==> src/rtl/mac3_pkg.sv <==
package mac3_pkg;
  localparam int XLEN  = 64;
  localparam int IDX_W = 5;
  localparam int OPC_W = 7;

  typedef struct packed {
    logic legal;
    logic sf;
    logic sub;
    logic high;
    logic widen;
    logic sgn;
  } op_ctl_t;

  function automatic logic opc_alloc(input logic [OPC_W-1:0] opc);
    case (opc)
      7'h00, 7'h01, 7'h40, 7'h41, 7'h42, 7'h43, 7'h44,
      7'h4A, 7'h4B, 7'h4C: opc_alloc = 1'b1;
      default:             opc_alloc = 1'b0;
    endcase
  endfunction
endpackage

==> src/rtl/mac3_decode.sv <==
module mac3_decode
  import mac3_pkg::*;
#(
  parameter int W     = XLEN,
  parameter int IW    = IDX_W
) (
  input  logic [31:0]   instr_i,
  input  logic [W-1:0]  src_n_i,
  input  logic [W-1:0]  src_m_i,
  input  logic [W-1:0]  src_a_i,
  output op_ctl_t       ctl_o,
  output logic [W-1:0]  mul_a_o,
  output logic [W-1:0]  mul_b_o,
  output logic [W-1:0]  add_c_o,
  output logic [IW-1:0] rd_o
);
  localparam int HALF = W / 2;
  localparam logic [IW-1:0] ZREG = '1;

  logic [OPC_W-1:0] opc;
  logic [IW-1:0]    idx_n, idx_m, idx_a;
  logic [W-1:0]     n_val, m_val;

  assign opc   = {instr_i[31], instr_i[30:29], instr_i[23:21], instr_i[15]};
  assign idx_n = instr_i[9:5];
  assign idx_a = instr_i[14:10];
  assign idx_m = instr_i[20:16];
  assign rd_o  = instr_i[4:0];

  always_comb begin
    ctl_o.legal = opc_alloc(opc) && (instr_i[28:24] == 5'b11011);
    ctl_o.sf    = opc[6];
    ctl_o.sub   = opc[0];
    ctl_o.high  = opc[2];
    ctl_o.widen = opc[6] && (opc[3:1] != 3'b000) && !opc[2];
    ctl_o.sgn   = opc[6] && !opc[3] && (opc[2:1] != 2'b00);
  end

  // zero register on every source
  assign n_val   = (idx_n == ZREG) ? '0 : src_n_i;
  assign m_val   = (idx_m == ZREG) ? '0 : src_m_i;
  assign add_c_o = (idx_a == ZREG) ? '0 : src_a_i;

  always_comb begin
    if (ctl_o.widen && ctl_o.sgn) begin
      mul_a_o = {{HALF{n_val[HALF-1]}}, n_val[HALF-1:0]};
      mul_b_o = {{HALF{m_val[HALF-1]}}, m_val[HALF-1:0]};
    end else if (ctl_o.widen) begin
      mul_a_o = {{HALF{1'b0}}, n_val[HALF-1:0]};
      mul_b_o = {{HALF{1'b0}}, m_val[HALF-1:0]};
    end else begin
      mul_a_o = n_val;
      mul_b_o = m_val;
    end
  end
endmodule

==> src/rtl/mac3_mul.sv <==
module mac3_mul #(
  parameter int W = 64
) (
  input  logic           clk_i,
  input  logic           rst_ni,
  input  logic           start_i,
  input  logic [W-1:0]   a_i,
  input  logic [W-1:0]   b_i,
  output logic [2*W-1:0] prod_o,
  output logic           last_o
);
  localparam int HALF = W / 2;
  localparam int PW   = 2 * W;
  localparam int NSTEP = 4;
  localparam int CW   = $clog2(NSTEP);

  logic [CW-1:0]     cnt_q;
  logic              busy_q;
  logic [PW-1:0]     acc_q;
  logic [HALF-1:0]   a_half, b_half;
  logic [W-1:0]      pp;
  logic [PW-1:0]     pp_sh;
  logic [CW:0]       sh_units;

  // step k: a half = k[1], b half = k[0]
  assign a_half   = cnt_q[1] ? a_i[W-1:HALF] : a_i[HALF-1:0];
  assign b_half   = cnt_q[0] ? b_i[W-1:HALF] : b_i[HALF-1:0];
  assign pp       = W'(a_half) * W'(b_half);
  assign sh_units = (CW+1)'(cnt_q[0]) + (CW+1)'(cnt_q[1]);
  assign pp_sh    = PW'(pp) << (sh_units * HALF);
  assign last_o   = busy_q && (cnt_q == CW'(NSTEP-1));
  assign prod_o   = acc_q;

  always_ff @(posedge clk_i or negedge rst_ni) begin
    if (!rst_ni) begin
      cnt_q  <= '0;
      busy_q <= 1'b0;
      acc_q  <= '0;
    end else if (start_i) begin
      cnt_q  <= '0;
      busy_q <= 1'b1;
      acc_q  <= '0;
    end else if (busy_q) begin
      acc_q <= acc_q + pp_sh;
      cnt_q <= cnt_q + 1'b1;
      if (last_o) busy_q <= 1'b0;
    end
  end
endmodule

==> src/rtl/mac3_unit.sv <==
module mac3_unit
  import mac3_pkg::*;
(
  input  logic            clk_i,
  input  logic            rst_ni,
  input  logic            in_valid_i,
  output logic            in_ready_o,
  input  logic [31:0]     instr_i,
  input  logic [XLEN-1:0] src_n_i,
  input  logic [XLEN-1:0] src_m_i,
  input  logic [XLEN-1:0] src_a_i,
  output logic            out_valid_o,
  input  logic            out_ready_i,
  output logic [XLEN-1:0] result_o,
  output logic [IDX_W-1:0] rd_o,
  output logic            wr_en_o,
  output logic            illegal_o
);
  localparam int HW = XLEN / 2;
  localparam logic [IDX_W-1:0] ZREG = '1;

  typedef enum logic [1:0] {S_IDLE, S_MUL, S_OUT} state_e;

  state_e           state_q;
  op_ctl_t          dec_ctl, ctl_q;
  logic [XLEN-1:0]  dec_a, dec_b, dec_c;
  logic [XLEN-1:0]  a_q, b_q, c_q;
  logic [IDX_W-1:0] dec_rd, rd_q;
  logic             accept, mul_last;
  logic [2*XLEN-1:0] prod;
  logic [XLEN-1:0]  hi_u, hi_fix, lo, sum, res;

  mac3_decode #(.W(XLEN), .IW(IDX_W)) u_dec (
    .instr_i (instr_i),
    .src_n_i (src_n_i),
    .src_m_i (src_m_i),
    .src_a_i (src_a_i),
    .ctl_o   (dec_ctl),
    .mul_a_o (dec_a),
    .mul_b_o (dec_b),
    .add_c_o (dec_c),
    .rd_o    (dec_rd)
  );

  mac3_mul #(.W(XLEN)) u_mul (
    .clk_i   (clk_i),
    .rst_ni  (rst_ni),
    .start_i (accept),
    .a_i     (a_q),
    .b_i     (b_q),
    .prod_o  (prod),
    .last_o  (mul_last)
  );

  assign in_ready_o  = (state_q == S_IDLE);
  assign out_valid_o = (state_q == S_OUT);
  assign accept      = in_valid_i && in_ready_o;

  always_ff @(posedge clk_i or negedge rst_ni) begin
    if (!rst_ni) begin
      state_q <= S_IDLE;
      ctl_q   <= '0;
      a_q     <= '0;
      b_q     <= '0;
      c_q     <= '0;
      rd_q    <= '0;
    end else begin
      case (state_q)
        S_IDLE: if (accept) begin
          state_q <= S_MUL;
          ctl_q   <= dec_ctl;
          a_q     <= dec_a;
          b_q     <= dec_b;
          c_q     <= dec_c;
          rd_q    <= dec_rd;
        end
        S_MUL:   if (mul_last) state_q <= S_OUT;
        S_OUT:   if (out_ready_i) state_q <= S_IDLE;
        default: state_q <= S_IDLE;
      endcase
    end
  end

  // signed upper half from the unsigned product: subtract the cross terms
  assign hi_u   = prod[2*XLEN-1:XLEN];
  assign hi_fix = hi_u - (a_q[XLEN-1] ? b_q : '0) - (b_q[XLEN-1] ? a_q : '0);
  assign lo     = prod[XLEN-1:0];
  assign sum    = ctl_q.sub ? (c_q - lo) : (c_q + lo);

  always_comb begin
    res = ctl_q.high ? (ctl_q.sgn ? hi_fix : hi_u) : sum;
    if (!ctl_q.sf) res[XLEN-1:HW] = '0;
    if (!ctl_q.legal) res = '0;
  end

  assign result_o  = res;
  assign rd_o      = rd_q;
  assign illegal_o = !ctl_q.legal;
  assign wr_en_o   = ctl_q.legal && (rd_q != ZREG);
endmodule

==> config.mk <==
export PLATFORM = sky130hd
export DESIGN_NAME = mac3_unit
export DESIGN_NICKNAME = d
export VERILOG_FILES = /design/src/rtl/mac3_pkg.sv /design/src/rtl/mac3_decode.sv /design/src/rtl/mac3_mul.sv /design/src/rtl/mac3_unit.sv
export SDC_FILE = /design/constraint.sdc
export NUM_CORES = 2
export LEC_CHECK = 0
export ABC_CLOCK_PERIOD_IN_PS = 12800
export BUFFER_PORTS_ARGS = -buffer_cell sky130_fd_sc_hd__buf_2
export CORE_ASPECT_RATIO = 0.6
export CORE_MARGIN = 3
export CORE_UTILIZATION = 50
export CTS_CLUSTER_SIZE = 10
export DETAILED_ROUTE_END_ITERATION = 6
export PLACE_DENSITY = 0.67
export SLEW_MARGIN = 0
export SYNTH_ARGS = -nofsm -noshare
export SYNTH_HDL_FRONTEND = slang
export SYNTH_SLANG_ARGS = --single-unit
==> constraint.sdc <==
create_clock -name clk_i -period 12.8 [get_ports clk_i]
set_input_delay 2.56 -clock clk_i [delete_from_list [all_inputs] [get_ports clk_i]]
set_output_delay 2.56 -clock clk_i [all_outputs]
set_load 0.005 [all_outputs]
==> results.sh <==
export IMPL_fin_util=0.5805
export IMPL_die_area_um2=139400
export IMPL_synth_top_cells_by_area="fa_1, dfrtp_1, ha_1"
export IMPL_fmax_mhz=80.01
export IMPL_syn_area_um2=67400
export IMPL_yosys_area_top_type="fa_1"
export IMPL_cp_common_cell="fa_1"
export IMPL_clock_path_buffers=3
export IMPL_drt_iter0_drc=9787
export IMPL_yosysSeqAreaShare=0.1244
export IMPL_core_area_um2=132600
export IMPL_grt_pass1_wl_mm=470.0
export IMPL_drtPass1Iterations=7
export IMPL_hp_start="state_q[1]"
export IMPL_cp_top_family="adder cells"
export IMPL_grt_met1_usage=0.6887
export IMPL_tightest_slew_ns=1.621
export IMPL_min_path_cells=1
export IMPL_grt_pass1_vias=64080
export IMPL_status="complete, but fails checks"
export IMPL_ant_nets=0
export IMPL_die_x_um=480.0
export IMPL_synth_cell_type_count=111
export IMPL_synth_fp_nets=9929
export IMPL_wire_per_inst_um=31.35
export IMPL_max_stage_delay_ns=0.56
export IMPL_r2r_end="u_mul.prod_o[115]"
export IMPL_violations="design-rule violations, max-capacitance violations, max-slew violations"
export IMPL_drv_cap=5
export IMPL_r2r_cells=43
export IMPL_dp_cells=10540
export IMPL_use_met2=0.5433
export IMPL_async_flop_share=1.000
export IMPL_crit_buf_inv=11
export IMPL_worstSetupEndpointType="flip-flop"
export IMPL_cts_made_buffers=46
export IMPL_chipHeight_um=290.4
export IMPL_slew_headroom=-0.08824
export IMPL_rr_startpoint="u_mul.cnt_q[0]"
export IMPL_whs_endpoint="state_q[0]"
export IMPL_syn_inst=8220
export IMPL_n_fill_cell=12240
export IMPL_path_max_fanout=15
export IMPL_cts_tree="yes"
export IMPL_syn_area_per_cell_um2=8.199
export IMPL_grt_antenna_before_repair=33
export IMPL_drc=2
export IMPL_setup_viol=0
export IMPL_critPathLaunchType="flip-flop"
export IMPL_grt_max_degree=112
export IMPL_yosysMostFrequentCell="nand2_1"
export IMPL_finalCritPeriodShare=0.9765
export IMPL_clk_latency_ns=0.70
export IMPL_track_usage=0.4700
export IMPL_yosysTopAreaCellShare=0.2854
export IMPL_ff2ff_setup_slack_ns=0.30
export IMPL_slowest_stage="dfrtp_4"
export IMPL_layout_nets=10510
export IMPL_rsz0062_at_grt="yes"
export IMPL_synth_top_cells_by_count="nand2_1, nor2_1, inv_1, fa_1, a21oi_1"
export IMPL_post_dp_cell_area_um2=75370
export IMPL_grt_most_used_layer="met1"
export IMPL_area_growth_pct=14.22
export IMPL_yosys_most_used_dff="dfrtp_1"
export IMPL_met3_usage=0.3085
export IMPL_hold_viol_final=0
export IMPL_final_max_slew_viol_count=7
export IMPL_synth_edf_count=0
export IMPL_grt_overflow_total=0
export IMPL_hpwl_mm=279.4
export IMPL_start_util=0.5083
export IMPL_clkSinkCount=335
export IMPL_ys_seq_elements=335
export IMPL_fin_skew_ns=0.08692
export IMPL_tns_ns=0
export IMPL_yosysWarningCount=0
export IMPL_hold_class="reg -> reg"
export IMPL_criticalPathCategory="reg -> reg"
export IMPL_viasPerCell=6.306
export IMPL_htree_levels=2
export IMPL_ctsHoldBuffers=0
export IMPL_routed_wl_mm=333.2
export IMPL_layout_drive_gt1_share=0.1480
export IMPL_route_vias_total=67030
export IMPL_io_pins=301
export IMPL_fin_crit_ns=12.50
export IMPL_crit_required_ns=13.29
export IMPL_path_clk_slew_ns=0.07
export IMPL_numPortBuffers=300
export IMPL_cts_root_buf="clkbuf_16"
export IMPL_stdcell_count=10630
export IMPL_rows=103
export IMPL_fin_area_um2=76990
export IMPL_gp_congestion=1.132
export IMPL_cp_arrival_ns=12.98
flip-flops by register name, indices dropped and copies added, names as in the netlist:
name	count
b_q	64
state_q	2
ctl_q	5
a_q	64
rd_o	5
c_q	64
u_mul.cnt_q	2
u_mul.prod_o	128
u_mul.busy_q	1
stage by stage:
step                setup slack, ns  hold WS (ns)
floorplan                     1.506        0.4390
global placement             0.1875        0.4605
detailed placement           0.2423        0.4789
CTS                          0.1336        0.4799
global route               -0.06227        0.5118
finish                       0.3012        0.4851
what timing repair did:
action / CTS / global route
buffers inserted: 0 / 1
setup endpoints to repair: 0 / 41
resized for setup: 0 / 28
cell families after synthesis:
group                      count (synthesis)  synth area share
and+or+nand+nor                         2731            0.1744
buffers and inverters                   1426           0.07995
adders and majority gates               1481            0.3820
muxes                                    276           0.04260
xor gates and xnor gates                 361           0.04719
DFF                                      335            0.1244
AOI/OAI and AO/OA                       1610            0.1496
placed cells by master (no fill, tap or decap), types with 232 or more instances in the layout:
cell type | synthesis | final
buf_4 | 1 | 653
fa_1 | 961 | 961
xnor2_1 | 239 | 232
ha_1 | 520 | 518
nand2_1 | 1109 | 1108
dfrtp_1 | 335 | 327
buf_2 | 25 | 299
o21ai_0 | 321 | 320
inv_1 | 974 | 973
nor2_1 | 1047 | 1042
a21oi_1 | 548 | 546
cell type report:
| cell class | instances | area, µm² | share of cell area |
|---|---|---|---|
| well taps | 1785 | 2233 | 0.02901 |
| inverters | 977 | 3667 | 0.04764 |
| repair buffers | 986 | 7048 | 0.09155 |
| clock inverters | 17 | 178.9 | 0.002324 |
| multi-input cells | 6459 | 54180 | 0.7037 |
| flip-flops and latches | 335 | 8401 | 0.1091 |
| clock buffers | 55 | 1245 | 0.01617 |
| diodes | 15 | 37.54 | 0.0004876 |
per-layer routing:
layer	vias to the layer above	routed length, µm	share of wire
met5	-	485	0.0015
met4	24	10750	0.032
met3	702	69480	0.21
met2	5210	113600	0.34
met1	32990	138900	0.42
li1	28100	-	-
worst max path at each step:
stage | startpoint | endpoint | slack [ns] | depth (start not counted)
6_report | u_mul.cnt_q[0] | u_mul.prod_o[115] | 0.30 | 43
5_1_grt | u_mul.cnt_q[1] | u_mul.prod_o[112] | -0.06 | 47
3_3_place_gp | u_mul.cnt_q[1] | u_mul.prod_o[112] | 0.19 | 45
3_5_place_dp | u_mul.cnt_q[0] | u_mul.prod_o[112] | 0.24 | 47
4_1_cts | u_mul.cnt_q[1] | u_mul.prod_o[112] | 0.13 | 47
2_1_floorplan | u_mul.cnt_q[0] | u_mul.prod_o[126] | 1.51 | 43
Power is left out: the tool's default activity adds up to more than one toggle a clock period on the data nets, which glitch-free logic cannot reach.
